File: config.mk
export PLATFORM = sky130hd
export DESIGN_NAME = rle_sample_packer
export DESIGN_NICKNAME = d
export VERILOG_FILES = /design/src/rtl/rle_pkg.sv /design/src/rtl/rle_group_detect.sv /design/src/rtl/rle_run_ctr.sv /design/src/rtl/rle_emit.sv /design/src/rtl/rle_sample_packer.sv
export SDC_FILE = /design/constraint.sdc
export NUM_CORES = 1
export LEC_CHECK = 0
export BUFFER_PORTS_ARGS = -buffer_cell sky130_fd_sc_hd__buf_2
export CORE_ASPECT_RATIO = 1.2
export CORE_UTILIZATION = 50
export DETAILED_ROUTE_END_ITERATION = 10
export GPL_ROUTABILITY_DRIVEN = 0
export GPL_TIMING_DRIVEN = 0
export PLACE_DENSITY_LB_ADDON = 0.2
export SLEW_MARGIN = 20
export SYNTH_ARGS = -nofsm -noshare
export SYNTH_HDL_FRONTEND = slang
export SYNTH_HIERARCHICAL = 1
export SYNTH_SLANG_ARGS = --single-unit
File: constraint.sdc
create_clock -name clk -period 3.15 [get_ports clk]
set_input_delay 0.1575 -clock clk [delete_from_list [all_inputs] [get_ports clk]]
set_output_delay 0.1575 -clock clk [all_outputs]
set_load 0.01 [all_outputs]
File: src/rtl/rle_pkg.sv
package rle_pkg;

  typedef enum logic [1:0] {
    WK_NONE = 2'd0,
    WK_LIT  = 2'd1,
    WK_PEND = 2'd2,
    WK_RUN  = 2'd3
  } wr_kind_e;

endpackage

File: src/rtl/rle_group_detect.sv
module rle_group_detect #(
  parameter int DW = 31
) (
  input  logic          clk,
  input  logic          rst_n,
  input  logic          ce,
  input  logic [DW-1:0] din,
  input  logic          trig,
  output logic          new_grp
);

  logic          have_q, have_d;
  logic [DW-1:0] last_q, last_d;

  assign new_grp = !have_q || (din != last_q) || trig;

  always_comb begin
    have_d = have_q;
    last_d = last_q;
    if (ce) begin
      have_d = 1'b1;
      last_d = din;
    end
  end

  always_ff @(posedge clk or negedge rst_n) begin
    if (!rst_n) begin
      have_q <= 1'b0;
      last_q <= '0;
    end else begin
      have_q <= have_d;
      last_q <= last_d;
    end
  end

  // idle cycles leave the reference value untouched
  p_hold_idle_r10: assert property (@(posedge clk) disable iff (!rst_n)
    !ce |=> $stable(last_q) && $stable(have_q));

  // once a sample was taken, a reference value exists
  p_have_after_ce_r3: assert property (@(posedge clk) disable iff (!rst_n)
    ce |=> have_q);

endmodule

File: src/rtl/rle_run_ctr.sv
module rle_run_ctr #(
  parameter int          DW        = 31,
  parameter int unsigned RUN_LIMIT = 32'h7FFF_FFFF
) (
  input  logic          clk,
  input  logic          rst_n,
  input  logic          ce,
  input  logic          new_grp,
  output logic          run_on,
  output logic [DW-1:0] run_cnt,
  output logic          sat
);

  localparam logic [DW-1:0] LIM = DW'(RUN_LIMIT);

  logic          on_q, on_d;
  logic [DW-1:0] cnt_q, cnt_d;

  assign run_on  = on_q;
  assign run_cnt = cnt_q;
  assign sat     = on_q && (cnt_q == LIM);

  always_comb begin
    on_d  = on_q;
    cnt_d = cnt_q;
    if (ce) begin
      if (new_grp) begin
        on_d  = 1'b0;
        cnt_d = '0;
      end else if (!on_q) begin
        on_d  = 1'b1;
        cnt_d = '0;
      end else if (sat) begin
        cnt_d = '0;
      end else begin
        cnt_d = cnt_q + 1'b1;
      end
    end
  end

  always_ff @(posedge clk or negedge rst_n) begin
    if (!rst_n) begin
      on_q  <= 1'b0;
      cnt_q <= '0;
    end else begin
      on_q  <= on_d;
      cnt_q <= cnt_d;
    end
  end

  // count frozen on idle cycles
  p_cnt_idle_r10: assert property (@(posedge clk) disable iff (!rst_n)
    !ce |=> $stable(cnt_q) && $stable(on_q));

  // a new group (change or trigger) always closes the run
  p_run_closed_r8: assert property (@(posedge clk) disable iff (!rst_n)
    ce && new_grp |=> !on_q);

endmodule

File: src/rtl/rle_emit.sv
module rle_emit
  import rle_pkg::*;
#(
  parameter int DW = 31
) (
  input  logic          clk,
  input  logic          rst_n,
  input  logic          ce,
  input  logic          new_grp,
  input  logic [DW-1:0] din,
  input  logic          run_on,
  input  logic [DW-1:0] run_cnt,
  input  logic          sat,
  output logic          pend_v,
  output logic [DW:0]   word,
  output logic          wr
);

  wr_kind_e      kind;
  logic          pv_q, pv_d;
  logic [DW-1:0] pd_q, pd_d;
  logic [DW:0]   word_q, word_d;
  logic          wr_q, wr_d;

  assign pend_v = pv_q;
  assign word   = word_q;
  assign wr     = wr_q;

  always_comb begin
    kind = WK_NONE;
    if (new_grp) begin
      if (run_on)      kind = WK_RUN;
      else if (pv_q)   kind = WK_PEND;
      else             kind = WK_LIT;
    end else begin
      if (pv_q)        kind = WK_PEND;
      else if (sat)    kind = WK_RUN;
    end
  end

  always_comb begin
    pv_d   = pv_q;
    pd_d   = pd_q;
    word_d = word_q;
    wr_d   = 1'b0;
    if (ce) begin
      pv_d = new_grp && (run_on || pv_q);
      if (new_grp) pd_d = din;
      case (kind)
        WK_RUN:  word_d = {1'b1, run_cnt};
        WK_PEND: word_d = {1'b0, pd_q};
        WK_LIT:  word_d = {1'b0, din};
        default: word_d = word_q;
      endcase
      wr_d = (kind != WK_NONE);
    end
  end

  always_ff @(posedge clk or negedge rst_n) begin
    if (!rst_n) begin
      pv_q   <= 1'b0;
      pd_q   <= '0;
      word_q <= '0;
      wr_q   <= 1'b0;
    end else begin
      pv_q   <= pv_d;
      pd_q   <= pd_d;
      word_q <= word_d;
      wr_q   <= wr_d;
    end
  end

  p_wr_needs_ce_r2: assert property (@(posedge clk) disable iff (!rst_n)
    wr_q |-> $past(ce));

  p_new_writes_r4: assert property (@(posedge clk) disable iff (!rst_n)
    ce && new_grp |=> wr_q);

  p_equal_quiet_r5: assert property (@(posedge clk) disable iff (!rst_n)
    ce && !new_grp && !pv_q && !sat |=> !wr_q);

  p_sat_word_r7: assert property (@(posedge clk) disable iff (!rst_n)
    ce && !new_grp && !pv_q && sat |=> wr_q && word_q[DW] && (word_q[DW-1:0] == $past(run_cnt)));

  p_pend_drain_r9: assert property (@(posedge clk) disable iff (!rst_n)
    ce && pv_q |=> wr_q && !word_q[DW]);

endmodule

File: src/rtl/rle_sample_packer.sv
module rle_sample_packer #(
  parameter int          DW        = 31,
  parameter int unsigned RUN_LIMIT = 32'h7FFF_FFFF
) (
  input  logic          clk,
  input  logic          rst_n,
  input  logic          smp_ce,
  input  logic [DW-1:0] smp_data,
  input  logic          smp_trig,
  output logic [DW:0]   buf_word,
  output logic          buf_wr
);

  logic          new_grp;
  logic          run_on;
  logic [DW-1:0] run_cnt;
  logic          sat;
  logic          pend_v;

  rle_group_detect #(.DW(DW)) u_detect (
    .clk     (clk),
    .rst_n   (rst_n),
    .ce      (smp_ce),
    .din     (smp_data),
    .trig    (smp_trig),
    .new_grp (new_grp)
  );

  rle_run_ctr #(.DW(DW), .RUN_LIMIT(RUN_LIMIT)) u_ctr (
    .clk     (clk),
    .rst_n   (rst_n),
    .ce      (smp_ce),
    .new_grp (new_grp),
    .run_on  (run_on),
    .run_cnt (run_cnt),
    .sat     (sat)
  );

  rle_emit #(.DW(DW)) u_emit (
    .clk     (clk),
    .rst_n   (rst_n),
    .ce      (smp_ce),
    .new_grp (new_grp),
    .din     (smp_data),
    .run_on  (run_on),
    .run_cnt (run_cnt),
    .sat     (sat),
    .pend_v  (pend_v),
    .word    (buf_word),
    .wr      (buf_wr)
  );

  // checker-only flag: has any word been written since reset
  logic seen_wr_q;
  always_ff @(posedge clk or negedge rst_n) begin
    if (!rst_n) seen_wr_q <= 1'b0;
    else if (buf_wr) seen_wr_q <= 1'b1;
  end

  p_first_lit_r3: assert property (@(posedge clk) disable iff (!rst_n)
    buf_wr && !seen_wr_q |-> !buf_word[DW]);

  p_trig_writes_r8: assert property (@(posedge clk) disable iff (!rst_n)
    smp_ce && smp_trig |=> buf_wr);

  p_idle_quiet_r10: assert property (@(posedge clk) disable iff (!rst_n)
    !smp_ce |=> !buf_wr);

  p_no_run_with_pend_r9: assert property (@(posedge clk) disable iff (!rst_n)
    !(pend_v && run_on));

endmodule

==> summary.txt, run 1 <==
Placed design
  – IO buf count: 67
  – Placed cells: 817
  – Dpl hpwl: 11.78 mm

Route
  – Post-route ant nets: 0
  – Via density: 6.055
  – Final wirelength: 17.08 mm
  – Remaining DRCs: 0
  – Vias: 5165
  – WL/cell: 20.02 µm
  – TritonRoute pass-1 iters: 6
  – Initial DRC Count: 288

Layout
  – Final cell count without fillers: 853
  – ANT cells: 0
  – Layout cells sized above 1: 0.3165
  – Area delta synth->final: 24.27%
  – Final net count: 718

Clock tree
  – CTS buffer count: 17
  – Clk sinks: 129
  – TritonCTS clock tree: yes
  – Insertion delay to the later sink of the worst-skew pair: 0.42 ns
  – # H-tree levels: 4
  – CTS clock-pin slew for the worst setup and hold paths: 0.05 ns
  – Max clock buf depth: 2
  – Root Driver: clkbuf_16

Synthesis
  – Syn. warnings: 6
  – Post-synth top flop: dfrtp_1
  – Synth cell types: 53
  – Synth cell count leaders: dfrtp_1, nand2_1, mux2_2
  – Count leader, synth: dfrtp_1
  – Post-synth EDFFs: 0
  – Synth Instances: 588
  – Top cells by area in the synthesized netlist: dfrtp_1, mux2_2, a221oi_1, nand2_1, o21ai_0
  – Top cell type's share of synthesized area: 0.5075
  – Post-synthesis sequential area ratio: 0.5075
  – Avg Inst Size Synth: 10.82 µm²
  – Yosys top cell by area: dfrtp_1
  – Cell Area, Synth: 6361 µm²
  – Async SR Flop Fraction: 1.000
  – Net count after synthesis: 627
  – Seq cells post-synth: 129

Die
  – Die Width: 105.0 µm
  – Rows: 44
  – Initial Util: 0.5181
  – IO Count: 68
  – Core area: 12280 µm²
  – Die area: 13180 µm²
  – Die Y: 125.6 µm

Timing
  – Final setup vio count: 0
  – Final clock period utilization by the worst path: 0.9551
  – RSZ-0062 raised after global routing: no
  – Final slew viol count: 0
  – Worst Max-Slew Pin Slew: 0.6296 ns
  – Worst hold slack: 0.03588 ns
  – Final hold viol count: 0
  – Crit path time final: 3.009 ns
  – Skew final: 0.009519 ns
  – Max Clock Freq: 332.4 MHz
  – Max-slew headroom: 0.5803

Job
  – Total of max-cap violations: 0

Global routing
  – Initial antenna violation count: 0
  – Largest net degree at the start of global routing: 77
  – Gr usage total: 0.2728
  – Vias in the first global route: 5119
  – First-pass GRT wire length: 27.17 mm
  – Grt total ovfl: 0

Pwr
  – Power Dens Cells: 552.8 nW/µm²
  – VDD IR-drop max: 0.3930 mV
  – Leakage: 3.304 nW

Worst setup path
  – Worst Setup End Kind: flip-flop
  – Crit path max fanout: 10
  – WS Path Type: reg -> reg
  – Crit path DAT: 3.30 ns
  – R2R Setup Slk: 0.14 ns
  – CP Data Required Time: 3.44 ns
  – Critical Path Start Type: flip-flop

Worst hold path
  – Worst min-delay path class: in -> reg

Outcome
  – Outcome: finished clean
[final cells by class]
| class | count | area, µm² |
|---|---|---|
| Sequential cell | 129 | 3232 |
| Clock buffer | 23 | 498.0 |
| Timing Repair Buffer | 73 | 412.9 |
| Fill cell | 977 | 4372 |
| Clock inverter | 9 | 127.6 |
| Inverter | 14 | 57.56 |
| Tap cell | 161 | 201.4 |
| Multi-Input combinational cell | 406 | 3103 |
| Buffer | 38 | 272.8 |
[placed cells by master, fill, tap and decap left out, types with 11 or more instances in the layout]
master,count
inv_1,11
o21ai_1,30
clkbuf_16,17
a221oi_2,14
nand4_1,22
nand2_1,64
o21ai_0,45
xnor2_1,21
dfrtp_1,126
nand3_1,22
mux2_2,50
buf_6,11
buf_2,73
mux2_1,13
[report_power, final]
part	total (mW)	internal, mW	switching (mW)	leakage, nW
Combinational	0.441	0.206	0.235	1.41
Sequential	1.86	1.78	0.0850	1.59
Clock	2.07	1.34	0.724	0.301
Total	4.37	3.33	1.04	3.30
[layer usage]
layer  up-vias  global-route usage  wire length [µm]
li1       2364                   -                 -
met1      2555              0.3240              6892
met2       185              0.4538              8530
met3        61             0.06830               910
met4         0              0.1491               744
met5         -                   0                 0
[state kept, by name, indices dropped and copies added (netlist names)]
name	flops
u_ctr/run_cnt	31
u_ctr/run_on	1
u_detect/have_q	1
u_detect/last_q	31
u_emit/pd_q	31
u_emit/pend_v	1
u_emit/word	32
u_emit/wr	1
[stage by stage]
step | util | total power, mW | worst slack (ns) | TNS [ns] | area (µm²)
6_report | 0.6439 | 4.370 | 0.1413 | 0 | 7905
5_1_grt | 0.6439 | 4.513 | 0.002148 | 0 | 7905
4_1_cts | 0.6393 | 4.383 | 0.02023 | 0 | 7849
3_5_place_dp | 0.5649 | 2.292 | -0.4743 | -9.099 | 6935
3_3_place_gp | 0.5619 | 2.268 | -0.4201 | -7.546 | 6898
2_1_floorplan | - | 2.096 | 0.2061 | 0 | 6361
[path summary, 6_finish.rpt]
check	start	to	depth (start not counted)
setup / recovery	u_ctr/run_cnt[0]$_DFFE_PN0P_	u_emit/word[19]$_DFFE_PN0P_	12
hold / removal	smp_data[22]	u_detect/last_q[22]$_DFFE_PN0P_	2
setup reg to reg	u_ctr/run_cnt[0]$_DFFE_PN0P_	u_emit/word[19]$_DFFE_PN0P_	12
hold reg to reg	u_emit/word[31]$_DFFE_PN0P_	u_emit/word[31]$_DFFE_PN0P_	2
max in group asynchronous	rst_n	u_ctr/run_cnt[8]$_DFFE_PN0P_	3
min in group asynchronous	rst_n	u_ctr/run_cnt[17]$_DFFE_PN0P_	2
[timing repair]
action	in CTS	in global routing
buffers inserted	1	3
pin swaps	2	3
endpoints found under the hold margin	53	0
hold buffers	1	0
endpoints found under the setup margin	32	46
resized for setup	49	11
[cell families (layout without fill, tap and decap cells)]
logic type / after synthesis / after routing / share of synthesized area
flops: 129 / 129 / 0.5075
simple gates: 162 / 162 / 0.1318
buf+inv: 53 / 157 / 0.04701
mux: 67 / 67 / 0.1178
fa+ha+maj: 4 / 4 / 0.007868
xor+xnor: 31 / 31 / 0.04268
compound gates: 142 / 142 / 0.1454
[worst max-delay path: stages, from the launching register on]
cell	delay [ns]
dfrtp_1	0.42
ha_2	0.23
and3_2	0.26
and4_4	0.19
and3_4	0.20
and2_1	0.16
and2b_1	0.18
a211oi_4	0.21
ha_1	0.27
buf_2	0.17
clkbuf_8	0.21
a221oi_4	0.27
o21ai_1	0.11
Note: power is estimated with default switching activity, not from simulation.
==> run 2: changes to the inputs <==
Settings changed: ABC_AREA set to 1, CELL_PAD_IN_SITES_DETAIL_PLACEMENT set to 1, CELL_PAD_IN_SITES_GLOBAL_PLACEMENT set to 1, CORE_UTILIZATION 50 to 39.
==> summary.txt, run 2 <==
Synthesis
  – Post-synthesis sequential area ratio: 0.4540 (-0.05349)
  – Yosys top cell by area: dfrtp_1
  – Synth cell count leaders: nand2_1, dfrtp_1, nor2_1
  – Syn. warnings: 6 (unchanged)
  – Async SR Flop Fraction: 1.000 (unchanged)
  – Cell Area, Synth: 7111 µm² (+12%)
  – Count leader, synth: nand2_1
  – Synth Instances: 1031 (+75%)
  – Top cells by area in the synthesized netlist: dfrtp_1, nand2_1, nor2_1, inv_1, o21ai_0
  – Top cell type's share of synthesized area: 0.4540 (-0.05349)
  – Synth cell types: 27 (-49%)
  – Seq cells post-synth: 129 (unchanged)
  – Post-synth EDFFs: 0 (unchanged)
  – Avg Inst Size Synth: 6.897 µm² (-36%)
  – Post-synth top flop: dfrtp_1
  – Net count after synthesis: 1070 (+71%)

Layout
  – Most frequent cells in the layout: nand2_1, dfrtp_1, nor2_1, buf_2, inv_1
  – Fillers: 2312 (+140%)
  – Final net count: 1164 (+62%)
  – Largest register FFs: 32 (unchanged)
  – Layout cells sized above 1: 0.1450 (-0.1715)
  – Final instance area: 8533 µm² (+7.9%)
  – Final Core Density: 0.4819 (-0.1620)
  – Commonest non-fill, non-tap cell in the layout: nand2_1
  – ANT cells: 0 (unchanged)
  – Area delta synth->final: 20.01%

Clock tree
  – Post-CTS resize count: 0 (-100%)
  – Clk sinks: 129 (unchanged)
  – # Post-CTS Setup Buffers: 0 (-1)
  – TritonCTS clock tree: yes
  – Root Driver: clkbuf_16
  – CTS clock-pin slew for the worst setup and hold paths: 0.06 ns (about the same)
  – # H-tree levels: 4 (unchanged)
  – Insertion delay to the later sink of the worst-skew pair: 0.43 ns (about the same)
  – Max clock buf depth: 2 (unchanged)
  – # hold bufs at CTS: 7 (+6)
  – CTS buffer count: 17 (unchanged)

Worst setup path
  – Crit path max fanout: 10 (unchanged)
  – Critical Path Start Type: flip-flop
  – Crit-path cells: inv_1 > nand2_1 > nand2_1 > nand2_1 > nor2_1 > nand2_1 > nor2_1 > nand2_1 > nand2_1 > nand2_1 > nor2_1 > ha_1 > inv_2 > buf_2 > nand3_1 > nand2_1 > nand2_1
  – Largest stage delay on the critical path: 0.37 ns (-0.05 ns)
  – Crit-path slowest cell: dfrtp_1
  – Crit path DAT: 3.17 ns (-0.13 ns)
  – CP Data Required Time: 3.47 ns (+0.03 ns)
  – Worst Setup End Kind: flip-flop
  – WS Path Type: reg -> reg
  – CP dominant cell by count: nand2_1

Die
  – Die area: 18780 µm² (+42%)
  – IO Count: 68 (unchanged)
  – Rows: 53 (+20%)
  – Core area: 17710 µm² (+44%)
  – Die Width: 125.3 µm (+19%)
  – Die Y: 149.9 µm (+19%)
  – Initial Util: 0.4016 (-0.1165)

Global routing
  – Vias in the first global route: 6885 (+34%)
  – First-pass GRT wire length: 35.78 mm (+32%)
  – Grt total ovfl: 0 (unchanged)
  – Largest net degree at the start of global routing: 75 (-2.6%)
  – Gr usage total: 0.2498 (-0.02299)
  – Initial antenna violation count: 0 (unchanged)

Route
  – Detail Route met2 WL: 11.39 mm (+34%)
  – Final wirelength: 21.86 mm (+28%)
  – WL/cell: 16.10 µm (-20%)
  – TritonRoute pass-1 iters: 9 (+3)
  – Post-route ant nets: 0 (unchanged)
  – Routed met1 length: 9.553 mm (+39%)
  – Remaining DRCs: 2 (+2)
  – Met3 WL post-DR: 438 µm (-52%)
  – Via density: 4.837 (-20%)
  – Highest routed layer: met4
  – Vias: 6568 (+27%)
  – Initial DRC Count: 452 (+57%)

Timing
  – Worst hold slack: -0.003072 ns (-0.03895 ns)
  – Max Clock Freq: 350.8 MHz (+5.5%)
  – Crit path time final: 2.850 ns (-0.1582 ns)
  – Final hold viol count: 1 (+1)
  – Final clock period utilization by the worst path: 0.9049 (-0.05022)
  – Final slew viol count: 0 (unchanged)
  – Skew final: 0.02010 ns (+0.01059 ns)
  – Final setup vio count: 0 (unchanged)
  – RSZ-0062 raised after global routing: no
  – Max-slew headroom: 0.5885 (+0.008220)
  – Worst Max-Slew Pin Slew: 0.6173 ns (-0.01233 ns)

Worst hold path
  – Worst min-delay path class: in -> reg

Pwr
  – Total power: 4.676 mW (+7.0%)
  – Leakage: 4.642 nW (+40%)
  – Power Dens Cells: 547.9 nW/µm² (-0.88%)
  – VDD IR-drop max: 0.2729 mV (-31%)

Job
  – Total of max-cap violations: 0 (unchanged)

Placed design
  – IO buf count: 67 (unchanged)
  – Dpl hpwl: 16.06 mm (+36%)
  – Area after DPL: 7759 µm² (+12%)

Outcome
  – Outcome: finished with violations
  – Failing checks: design-rule violations, negative hold slack
-- run 2: cell type report --
cell class | instances | area, µm² | share of cell area
multi-input combinational | 777 | 3343 | 0.3918
sequential | 129 | 3228 | 0.3783
timing repair buffer | 75 | 442.9 | 0.05191
clock buffer | 17 | 425.4 | 0.04985
inverter | 88 | 332.8 | 0.03900
clock inverter | 15 | 279.0 | 0.03270
tap | 220 | 275.3 | 0.03226
buffer | 37 | 206.4 | 0.02419
-- run 2: routing by layer --
| layer | up-vias | global-route usage |
|---|---|---|
| li1 | 3298 | - |
| met1 | 3154 | 0.2946 |
| met2 | 90 | 0.4623 |
| met3 | 26 | 0.03718 |
| met4 | 0 | 0.08537 |
| met5 | - | 0 |
-- run 2: where the power goes --
part           leakage [nW]  switching [mW]  internal, mW
registers              1.63          0.0614          1.77
clock network         0.339           0.810          1.58
logic                  2.68           0.301         0.160
-- run 2: kinds of logic after synthesis --
logic type / share of synthesized area
and+or+nand+nor: 0.4017
DFF: 0.4540
buffers and inverters: 0.07584
xor gates and xnor gates: 0.02833
adders and majority gates: 0.007039
AOI/OAI and AO/OA: 0.03308
-- run 2: through the flow --
stage / std cells / setup slack (ns) / TNS (ns)
after floorplan: 1031 / 0.9525 / 0
after global placement: 1318 / -0.04311 / -3.203
after detailed placement: 1319 / 0.4065 / 0
after CTS: 1358 / 0.3348 / 0
after global routing: 1358 / 0.08158 / 0
final: 1358 / 0.2995 / 0
-- run 2: final timing paths --
path / from / endpoint / slack (ns) / cells past startpoint
max: u_detect/last_q[8]$_DFFE_PN0P_ / u_emit/word[18]$_DFFE_PN0P_ / 0.30 / 17
max in group asynchronous: rst_n / u_emit/word[20]$_DFFE_PN0P_ / 2.15 / 3
min in group asynchronous: rst_n / u_ctr/run_cnt[6]$_DFFE_PN0P_ / 0.27 / 2
min reg2reg: u_detect/have_q$_DFFE_PN0P_ / u_detect/have_q$_DFFE_PN0P_ / 0.47 / 1
min: smp_data[22] / u_emit/pd_q[22]$_DFFE_PN0P_ / -0.003 / 3
max reg2reg: u_detect/last_q[8]$_DFFE_PN0P_ / u_emit/word[18]$_DFFE_PN0P_ / 0.30 / 17
-- run 2: critical path, delay by kind of cell, from the launching register on --
family                     cells  cell delay [ns]
DFF                            1             0.37
adders and majority gates      1             0.29
and+or+nand+nor               13             1.56
buffers and inverters          3             0.51
